--- config.mk ---
export PLATFORM = sky130hd
export DESIGN_NAME = sar_conv_seq
export DESIGN_NICKNAME = d
export VERILOG_FILES = /design/src/rtl/sar_seq_pkg.sv /design/src/rtl/sar_start_edge.sv /design/src/rtl/sar_seq_ctrl.sv /design/src/rtl/sar_approx_reg.sv /design/src/rtl/sar_code_out.sv /design/src/rtl/sar_conv_seq.sv
export SDC_FILE = /design/constraint.sdc
export NUM_CORES = 1
export LEC_CHECK = 0
export BUFFER_PORTS_ARGS = -buffer_cell sky130_fd_sc_hd__buf_2
export CORE_MARGIN = 10
export CORE_UTILIZATION = 30
export DETAILED_ROUTE_END_ITERATION = 16
export PLACE_DENSITY = 0.58
export SETUP_SLACK_MARGIN = 0.5
export SLEW_MARGIN = 20
export SYNTH_ARGS = -nofsm -noshare
export SYNTH_HDL_FRONTEND = slang
export SYNTH_SLANG_ARGS = --single-unit
--- constraint.sdc ---
create_clock -name clk -period 4.5 [get_ports clk]
set_clock_uncertainty 0.05 [all_clocks]
set_input_delay 0.9 -clock clk [delete_from_list [all_inputs] [get_ports clk]]
set_output_delay 0.9 -clock clk [all_outputs]
set_load 0.02 [all_outputs]
--- src/rtl/sar_seq_pkg.sv ---
package sar_seq_pkg;

    localparam int DEF_CODE_W  = 18;
    localparam int DEF_SETTLE  = 2;

    typedef enum logic [2:0] {
        ST_ACQ   = 3'd0,
        ST_OPEN  = 3'd1,
        ST_MOVE  = 3'd2,
        ST_TRIAL = 3'd3,
        ST_DONE  = 3'd4
    } seq_state_e;

    typedef struct packed {
        seq_state_e state;
        logic       decide;
        logic       clear;
        logic       load;
    } seq_ctl_t;

    function automatic logic nodes_grounded(seq_state_e s);
        return (s == ST_ACQ);
    endfunction

    function automatic logic arrays_moved(seq_state_e s);
        return (s == ST_MOVE) || (s == ST_TRIAL) || (s == ST_DONE);
    endfunction

endpackage

--- src/rtl/sar_start_edge.sv ---
module sar_start_edge (
    input  logic clk,
    input  logic rst,
    input  logic start_n,
    output logic start_fall
);
    logic prev_q;

    always_ff @(posedge clk) begin
        if (rst) prev_q <= 1'b1;
        else     prev_q <= start_n;
    end

    assign start_fall = prev_q && !start_n;

endmodule

--- src/rtl/sar_seq_ctrl.sv ---
module sar_seq_ctrl
    import sar_seq_pkg::*;
#(
    parameter int CODE_W      = DEF_CODE_W,
    parameter int SETTLE_CLKS = DEF_SETTLE
) (
    input  logic                      clk,
    input  logic                      rst,
    input  logic                      start_fall,
    output seq_ctl_t                  ctl,
    output logic [$clog2(CODE_W)-1:0] bit_idx
);
    localparam int IW = $clog2(CODE_W);
    localparam int CW = $clog2(SETTLE_CLKS + 1);
    localparam logic [IW-1:0] TOP_IDX  = IW'(CODE_W - 1);
    localparam logic [CW-1:0] LAST_CNT = CW'(SETTLE_CLKS - 1);

    seq_state_e      state_q;
    logic [CW-1:0]   cnt_q;
    logic [IW-1:0]   idx_q;
    logic            decide;

    assign decide = (state_q == ST_TRIAL) && (cnt_q == LAST_CNT);

    always_ff @(posedge clk) begin
        if (rst) begin
            state_q <= ST_ACQ;
            cnt_q   <= '0;
            idx_q   <= TOP_IDX;
        end else begin
            case (state_q)
                ST_ACQ: begin
                    if (start_fall) state_q <= ST_OPEN;
                end
                ST_OPEN: begin
                    state_q <= ST_MOVE;
                    idx_q   <= TOP_IDX;
                    cnt_q   <= '0;
                end
                ST_MOVE: begin
                    state_q <= ST_TRIAL;
                end
                ST_TRIAL: begin
                    if (decide) begin
                        cnt_q <= '0;
                        if (idx_q == '0) state_q <= ST_DONE;
                        else             idx_q   <= idx_q - 1'b1;
                    end else begin
                        cnt_q <= cnt_q + 1'b1;
                    end
                end
                ST_DONE: begin
                    state_q <= ST_ACQ;
                end
                default: state_q <= ST_ACQ;
            endcase
        end
    end

    always_comb begin
        ctl.state  = state_q;
        ctl.decide = decide;
        ctl.clear  = (state_q == ST_ACQ) && start_fall;
        ctl.load   = (state_q == ST_DONE);
    end

    assign bit_idx = idx_q;

    // settle counter never passes its last value
    assert_settle_bound_R4: assert property (@(posedge clk) disable iff (rst)
        (state_q == ST_TRIAL) |-> (cnt_q <= LAST_CNT));

    // deciding bit 0 ends the search on the next edge
    assert_last_trial_R6: assert property (@(posedge clk) disable iff (rst)
        (decide && idx_q == '0) |=> (state_q == ST_DONE));

    // a start edge seen in acquisition launches the sequence
    assert_start_launch_R2: assert property (@(posedge clk) disable iff (rst)
        (state_q == ST_ACQ && start_fall) |=> (state_q == ST_OPEN));

endmodule

--- src/rtl/sar_approx_reg.sv ---
module sar_approx_reg
    import sar_seq_pkg::*;
#(
    parameter int CODE_W = DEF_CODE_W
) (
    input  logic                      clk,
    input  logic                      rst,
    input  seq_ctl_t                  ctl,
    input  logic [$clog2(CODE_W)-1:0] bit_idx,
    input  logic                      cmp_keep,
    output logic [CODE_W-1:0]         elem_ref,
    output logic [CODE_W-1:0]         result
);
    logic [CODE_W-1:0] sar_q;
    logic [CODE_W-1:0] trial_bit;

    assign trial_bit = {{(CODE_W-1){1'b0}}, 1'b1} << bit_idx;

    always_ff @(posedge clk) begin
        if (rst || ctl.clear) begin
            sar_q <= '0;
        end else if (ctl.decide) begin
            sar_q[bit_idx] <= cmp_keep;
        end
    end

    always_comb begin
        case (ctl.state)
            ST_TRIAL: elem_ref = sar_q | trial_bit;
            ST_DONE:  elem_ref = sar_q;
            default:  elem_ref = '0;
        endcase
    end

    assign result = sar_q;

    // the decided bit equals the comparator answer of that trial
    assert_keep_rule_R5: assert property (@(posedge clk) disable iff (rst)
        ctl.decide |=> (sar_q[$past(bit_idx)] == $past(cmp_keep)));

    // outside the search no element is lifted
    assert_idle_elems_R1: assert property (@(posedge clk) disable iff (rst)
        (ctl.state == ST_ACQ) |-> (elem_ref == '0));

endmodule

--- src/rtl/sar_code_out.sv ---
module sar_code_out
    import sar_seq_pkg::*;
#(
    parameter int CODE_W = DEF_CODE_W
) (
    input  logic              clk,
    input  logic              rst,
    input  seq_ctl_t          ctl,
    input  logic              coding_twos,
    input  logic [CODE_W-1:0] result,
    output logic [CODE_W-1:0] code
);
    localparam logic [CODE_W-1:0] SIGN_FLIP = {1'b1, {(CODE_W-1){1'b0}}};

    logic [CODE_W-1:0] code_q;

    always_ff @(posedge clk) begin
        if (rst) begin
            code_q <= '0;
        end else if (ctl.load) begin
            code_q <= coding_twos ? (result ^ SIGN_FLIP) : result;
        end
    end

    assign code = code_q;

    // the register moves only at the end of a conversion
    assert_code_hold_R10: assert property (@(posedge clk) disable iff (rst)
        !$stable(code_q) |-> $past(ctl.state) == ST_DONE);

    // reset clears the result
    assert_reset_code_R1: assert property (@(posedge clk)
        rst |=> (code_q == '0));

endmodule

--- src/rtl/sar_conv_seq.sv ---
module sar_conv_seq
    import sar_seq_pkg::*;
#(
    parameter int CODE_W      = DEF_CODE_W,
    parameter int SETTLE_CLKS = DEF_SETTLE
) (
    input  logic              clk,
    input  logic              rst,
    input  logic              start_n,
    input  logic              cmp_keep,
    input  logic              coding_twos,
    output logic              busy,
    output logic              node_gnd_p,
    output logic              node_gnd_n,
    output logic              array_on_refgnd,
    output logic [CODE_W-1:0] elem_to_ref,
    output logic [CODE_W-1:0] code_out
);
    localparam int IW = $clog2(CODE_W);

    logic              start_fall;
    seq_ctl_t          ctl;
    logic [IW-1:0]     bit_idx;
    logic [CODE_W-1:0] result;

    sar_start_edge u_edge (
        .clk        (clk),
        .rst        (rst),
        .start_n    (start_n),
        .start_fall (start_fall)
    );

    sar_seq_ctrl #(
        .CODE_W      (CODE_W),
        .SETTLE_CLKS (SETTLE_CLKS)
    ) u_ctrl (
        .clk        (clk),
        .rst        (rst),
        .start_fall (start_fall),
        .ctl        (ctl),
        .bit_idx    (bit_idx)
    );

    sar_approx_reg #(
        .CODE_W (CODE_W)
    ) u_sar (
        .clk      (clk),
        .rst      (rst),
        .ctl      (ctl),
        .bit_idx  (bit_idx),
        .cmp_keep (cmp_keep),
        .elem_ref (elem_to_ref),
        .result   (result)
    );

    sar_code_out #(
        .CODE_W (CODE_W)
    ) u_fmt (
        .clk         (clk),
        .rst         (rst),
        .ctl         (ctl),
        .coding_twos (coding_twos),
        .result      (result),
        .code        (code_out)
    );

    assign busy            = (ctl.state != ST_ACQ);
    assign node_gnd_p      = nodes_grounded(ctl.state);
    assign node_gnd_n      = nodes_grounded(ctl.state);
    assign array_on_refgnd = arrays_moved(ctl.state);

    // arrays never reach reference ground with a node still grounded
    assert_gnd_vs_array_R3: assert property (@(posedge clk) disable iff (rst)
        array_on_refgnd |-> (!node_gnd_p && !node_gnd_n));

    // the grounds were already open one clock before the arrays moved
    assert_open_first_R3: assert property (@(posedge clk) disable iff (rst)
        $rose(array_on_refgnd) |-> $past(!node_gnd_p && !node_gnd_n));

    // a start seen while idle raises busy
    assert_busy_rise_R2: assert property (@(posedge clk) disable iff (rst)
        (!busy && start_fall) |=> busy);

    // the result register never changes while a conversion runs
    assert_no_midconv_R9: assert property (@(posedge clk) disable iff (rst)
        (busy && $past(busy) && ctl.state != ST_OPEN) |-> $stable(code_out));

endmodule

==> run_results.csv, run 1 <==
group,metric,value,unit
run_status,outcome,"finished, final reports clean",
cts,cts_hold_buf,0,
die,fp.dieW,110,um
setup_path,reg2reg_depth,4,
final_layout,drive_gt1_share,20.4,%
setup_path,cp-start-kind,"flip-flop",
sta,fmax,0.281,GHz
logic_synthesis,synth.area.top_cells,"dfxtp_1 (38%), mux2i_1 (7.7%), nand2_1 (5.7%), nor2b_1 (5.4%), o21ai_0 (4.3%)",
worst_hold_path,holdPathEnd,"u_fmt.code[14]",
die,rows,32,
setup_path,r2r_start,"u_ctrl.state_q[0]",
pwr,finalPower,0.829,mW
routing,drt-initial-drc-count,191,
sta,finalSetupViolCount,0,
grt,antenna_found_initial,0,
grt,grt_pass1_vias,2218,
routing,drc,0,
routing,vias_per_cell,5.18,
cts,htreeDepth,2,
placed_design,routabilityCongestion,0.821,
sta,drv_slew,0,
worst_hold_path,hold_path.class,"reg2reg",
logic_synthesis,netlist_area,2450,um2
logic_synthesis,syn_inst,289,
routing,final_antenna_net_count,0,
pwr,power.leakage,1.21,nW
logic_synthesis,ys_seq_elements,47,
cts,clk_path_buf_depth,2,
setup_path,arrival,2.61,ns
worst_hold_path,min_from,"u_fmt.code[14]",
grt,overflow,0,
setup_path,path_max_fanout,20,
pwr,peakVddDrop,0.117,mV
sta,grt_setup_unrepaired,"false",
final_layout,final_cells,416,
routing,firstDrtPassIters,4,
cts,clkTransAtPathRegs,0.09,ns
cts,clock_latency,0.31,ns
routing,drt_wl_total,6850,um
final_layout,final_cell_mix,"dfxtp_1 (47), buf_2 (44), nand2_1 (37)",
logic_synthesis,synth-seq-area-share,38.3,%
sta,setup_tns,0,ns
logic_synthesis,synth_nets,300,
logic_synthesis,synth_top_flop_cell,"dfxtp_1",
cts,cts-resized-gates,0,
cts,cts_tree,"done",
logic_synthesis,synth-warning-count,0,
routing,wire_per_inst,16.5,um
sta,fin_crit,3.56,ns
grt,grt_first_pass_wirelength,11500,um
die,die_area,12200,um2
setup_path,r2r_setup_slack,2.43,ns
routing,num_vias,2156,
final_layout,layout_commonest_cell,"dfxtp_1",
logic_synthesis,synth_top_area_share,38.3,%
setup_path,cp_cell_sequence,"or3b_2 > nand2_1 > a22o_1 > buf_2",
setup_path,crit_type,"reg2out",
logic_synthesis,synth_edf_count,0,
die,core,7850,um2
final_layout,syn_to_final_growth,14.1,%
placed_design,io_buffers,44,
setup_path,cp_slowest_stage_delay,0.71,ns
grt,grt_use_total,11.0,%
setup_path,reg2reg_to,"u_sar.result[4]",
cts,cts_setup_buffers,0,
setup_path,cp_slowest_cell,"or3b_2",
setup_path,crit_path_end_kind,"primary output",
final_layout,diodes,0,
sta,worst_pin_slew,0.885,ns
sta,hold_viol,0,
die,die_h,110,um
grt,grt_max_degree,49,
placed_design,dp.cells,408,
logic_synthesis,async_flop_share,0,%
die,initial_utilization,31.3,%
job,maxCapViolations,0,
pwr,p_per_area,296,nW/um2
worst_hold_path,hold_depth,2,
placed_design,place_hpwl,4620,um
logic_synthesis,yosysUniqueCellTypes,47,
cts,cts_sinks,47,
final_layout,fin_nets,324,
cts,cts_made_buffers,5,
setup_path,worstPathRequired,3.55,ns
sta,post-route-period-util,79.1,%
logic_synthesis,syn_area_per_cell,8.49,um2
cts,cts_root_buffer,"clkbuf_8",
logic_synthesis,synth_top_area_cell,"dfxtp_1",
die,io-pin-count,45,
sta,relSlewSlack,41.0,%
-- cells in the mapped netlist (2+ instances only) --
master and count:
and3b_1 2, ha_1 6, or2_2 2, a32o_1 4, nand3_1 18, inv_1 7, and4b_1 3, buf_2 8
nand2b_1 3, o21ai_0 21, dfxtp_1 47, clkbuf_1 16, o2bb2ai_1 2, a21oi_1 19, nand4_1 3, nor3b_1 3
buf_4 2, nor2_1 7, a31oi_1 2, nand2_1 37, mux2i_1 19, buf_1 2, nor2b_1 21, a22o_1 12
-- final cells by class --
cell class	instances	area (um2)
repair buffers	46	235
flip-flops and latches	47	941
inverters	7	26.3
well taps	102	128
multi-input cells	206	1350
clock inverters	2	35.0
clock buffers	6	82.6
fillers	867	5050
-- stage by stage --
stage,setup WS [ns],cell area [um2],hold WS (ns),util (%)
4_1_cts,0.968,2800,0.410,35.7
5_1_grt,0.804,2800,0.423,35.7
6_report,0.942,2800,0.407,35.7
2_1_floorplan,1.98,2450,0.390,-
3_3_place_gp,1.38,2680,0.392,34.2
3_5_place_dp,1.32,2680,0.397,34.2
-- flip-flops by register name, summed over array words and instances (netlist names) --
register,count
u_ctrl.state_q,3
u_ctrl.bit_idx,5
u_fmt.code,18
u_edge.prev_q,1
u_sar.result,18
u_ctrl.cnt_q,2
-- worst max-delay path by stage --
stage	start	to	slack (ns)	cells past startpoint
2_1_floorplan	u_ctrl.state_q[0]	elem_to_ref[17]	1.98	4
5_1_grt	u_ctrl.state_q[2]	elem_to_ref[6]	0.80	4
4_1_cts	u_ctrl.state_q[2]	elem_to_ref[2]	0.97	4
3_5_place_dp	u_ctrl.state_q[2]	elem_to_ref[2]	1.32	4
6_report	u_ctrl.state_q[2]	elem_to_ref[2]	0.94	4
3_3_place_gp	u_ctrl.state_q[2]	elem_to_ref[14]	1.38	4
-- where the power goes --
part / switching (mW) / internal (mW) / total (mW)
Sequential: 0.00838 / 0.419 / 0.427
Combinational: 0.0542 / 0.0201 / 0.0743
Clock: 0.148 / 0.180 / 0.328
-- critical path, delay by kind of cell (launching register included) --
family	cells	cell delay (ns)
compound gates	1	0.26
buf+inv	1	0.17
flops	1	0.53
simple gates	2	1.33
-- logic make-up (layout without fill, tap and decap cells) --
kind of cell	Yosys count	after routing	synth area share, %
and+or+nand+nor	110	110	25.0
AOI/OAI and AO/OA	70	70	19.0
DFF	47	47	38.3
buffers and inverters	36	61	6.52
muxes	19	19	7.75
adders and majority gates	6	6	3.06
xor gates and xnor gates	1	1	0.357
-- routing by layer --
metal  global-route usage (%)  vias to the layer above  share of wire [%]
li1                         -                     1066                  -
met3                     3.19                        5                6.6
met5                        0                        -                  0
met1                     14.8                     1032                 50
met4                     3.02                        0               0.83
met2                     16.7                       53                 42
Note: power is estimated with default switching activity, not from simulation.
==> run 2, diff against run 1 <==
==> constraint.sdc (replaced) <==
create_clock -name clk -period 3.6 [get_ports clk]
set_clock_uncertainty 0.05 [all_clocks]
set_input_delay 0.72 -clock clk [delete_from_list [all_inputs] [get_ports clk]]
set_output_delay 0.72 -clock clk [all_outputs]
set_load 0.02 [all_outputs]
==> run 2 against run 1 <==
  * Register-to-register slack worse by 0.90 ns
  * Setup slack worse by 0.13 ns
  * Clock power up 3%
  * Flip-flop and latch count unchanged
  * Global-route usage down 0.17 points
  * Core utilization up 0.096 points
  * Sequential share of layout area down 0.090 points
  * Power up 17%
  * Critical path type unchanged
  * Critical endpoint is now elem_to_ref[14]
  * Highest routed layer unchanged
==> run_results.csv, run 2 (synthesis results as in run 1) <==
group,metric,value,unit
run_status,outcome,"finished, final reports clean",
die,io-pin-count,45,
die,die_area,12200,um2
sta,hold_viol,0,
sta,fmax,0.359,GHz
sta,setup_tns,0,ns
cts,clkTransAtPathRegs,0.10,ns
grt,grt_first_pass_wirelength,11300,um
routing,firstDrtPassIters,4,
placed_design,routabilityCongestion,0.808,
sta,grt_setup_unrepaired,"false",
grt,overflow,0,
die,die_h,110,um
die,initial_utilization,31.3,%
pwr,finalPower,0.966,mW
final_layout,final_cell_mix,"dfxtp_1 (47), buf_2 (44), nand2_1 (36)",
sta,finalSetupViolCount,0,
final_layout,diodes,0,
grt,antenna_found_initial,0,
cts,clk_path_buf_depth,2,
cts,cts_sinks,47,
die,fp.dieW,110,um
die,rows,32,
worst_hold_path,min_from,"u_fmt.code[11]",
cts,cts_tree,"done",
cts,cts_root_buffer,"clkbuf_8",
sta,relSlewSlack,48.5,%
setup_path,critPathLaunch,"u_ctrl.state_q[2]",
placed_design,place_hpwl,4700,um
setup_path,crit_path_end_kind,"primary output",
sta,layout_setup_ws,0.811,ns
sta,drv_slew,0,
pwr,power.leakage,1.20,nW
routing,drt_wl_total,6840,um
cts,clock_latency,0.31,ns
setup_path,worstPathRequired,2.83,ns
routing,vias_per_cell,5.16,
routing,num_vias,2160,
final_layout,layout_commonest_cell,"dfxtp_1",
routing,final_antenna_net_count,0,
final_layout,drive_gt1_share,21.5,%
job,maxCapViolations,0,
placed_design,place_ws,0.601,ns
cts,cts_setup_buffers,0,
routing,drt-initial-drc-count,133,
grt,grt_use_total,10.9,%
grt,grt_max_degree,29,
sta,fin_crit,2.79,ns
sta,worst_pin_slew,0.771,ns
setup_path,r2r_start,"u_ctrl.state_q[0]",
setup_path,crit_type,"reg2out",
cts,cts_made_buffers,5,
setup_path,arrival,2.02,ns
setup_path,cp-start-kind,"flip-flop",
routing,drc,0,
final_layout,fin_nets,327,
pwr,peakVddDrop,0.152,mV
final_layout,syn_to_final_growth,14.4,%
die,core,7850,um2
placed_design,io_buffers,44,
cts,cts_hold_buf,0,
grt,grt_pass1_vias,2127,
pwr,p_per_area,344,nW/um2
sta,post-route-period-util,77.5,%
worst_hold_path,hold_path.class,"reg2reg",
routing,wire_per_inst,16.3,um
cts,htreeDepth,2,
setup_path,path_max_fanout,20,
-- run 2: worst paths after layout --
kind / endpoint / depth (start not counted) / slack (ns)
setup reg to reg: u_sar.result[12] / 3 / 1.53
hold reg to reg: u_fmt.code[11] / 2 / 0.41
hold / removal: u_fmt.code[11] / 2 / 0.41
setup / recovery: elem_to_ref[14] / 4 / 0.81
-- run 2: routing by layer --
| metal | vias to the layer above | wire length (um) | global-route usage (%) | part of all wire [%] |
|---|---|---|---|---|
| met5 | - | 0 | 0 | 0 |
| met3 | 6 | 524 | 3.30 | 7.7 |
| met1 | 998 | 3300 | 15.2 | 48 |
| met2 | 83 | 2960 | 15.8 | 43 |
| met4 | 0 | 49 | 2.42 | 0.72 |
| li1 | 1073 | - | - | - |
-- run 2: cell type report --
| class | count | area (um2) |
|---|---|---|
| flip-flops and latches | 47 | 941 |
| multi-input cells | 206 | 1360 |
| repair buffers | 49 | 258 |
| inverters | 7 | 26.3 |
| well taps | 102 | 128 |
| clock inverters | 3 | 23.8 |
| clock buffers | 5 | 68.8 |
| fillers | 842 | 5040 |
-- run 2: what timing repair did --
action / 4_1_cts / 5_1_grt
setup endpoints to repair: 17 / 6
pin swaps: 0 / 0
endpoints found under the hold margin: 0 / 0
gates resized for setup: 2 / 1
-- run 2: power breakdown --
group	switching [mW]	internal, mW
clock	0.198	0.139
combinational	0.0688	0.0261
sequential	0.0107	0.524
-- run 2: stage by stage --
step | instance area (um2) | std cells | hold WS, ns | utilization [%]
after global placement | 2710 | 411 | 0.392 | 34.5
after global routing | 2810 | 419 | 0.429 | 35.8
final | 2810 | 419 | 0.407 | 35.8
after detailed placement | 2710 | 411 | 0.397 | 34.5
after CTS | 2810 | 419 | 0.411 | 35.8
after floorplan | 2450 | 289 | 0.390 | -
-- run 2: critical path: stages (launching register included) --
cell,delay (ns)
dfxtp_1,0.53
or3b_4,0.56
nand2_4,0.26
a22o_1,0.20
buf_2,0.17
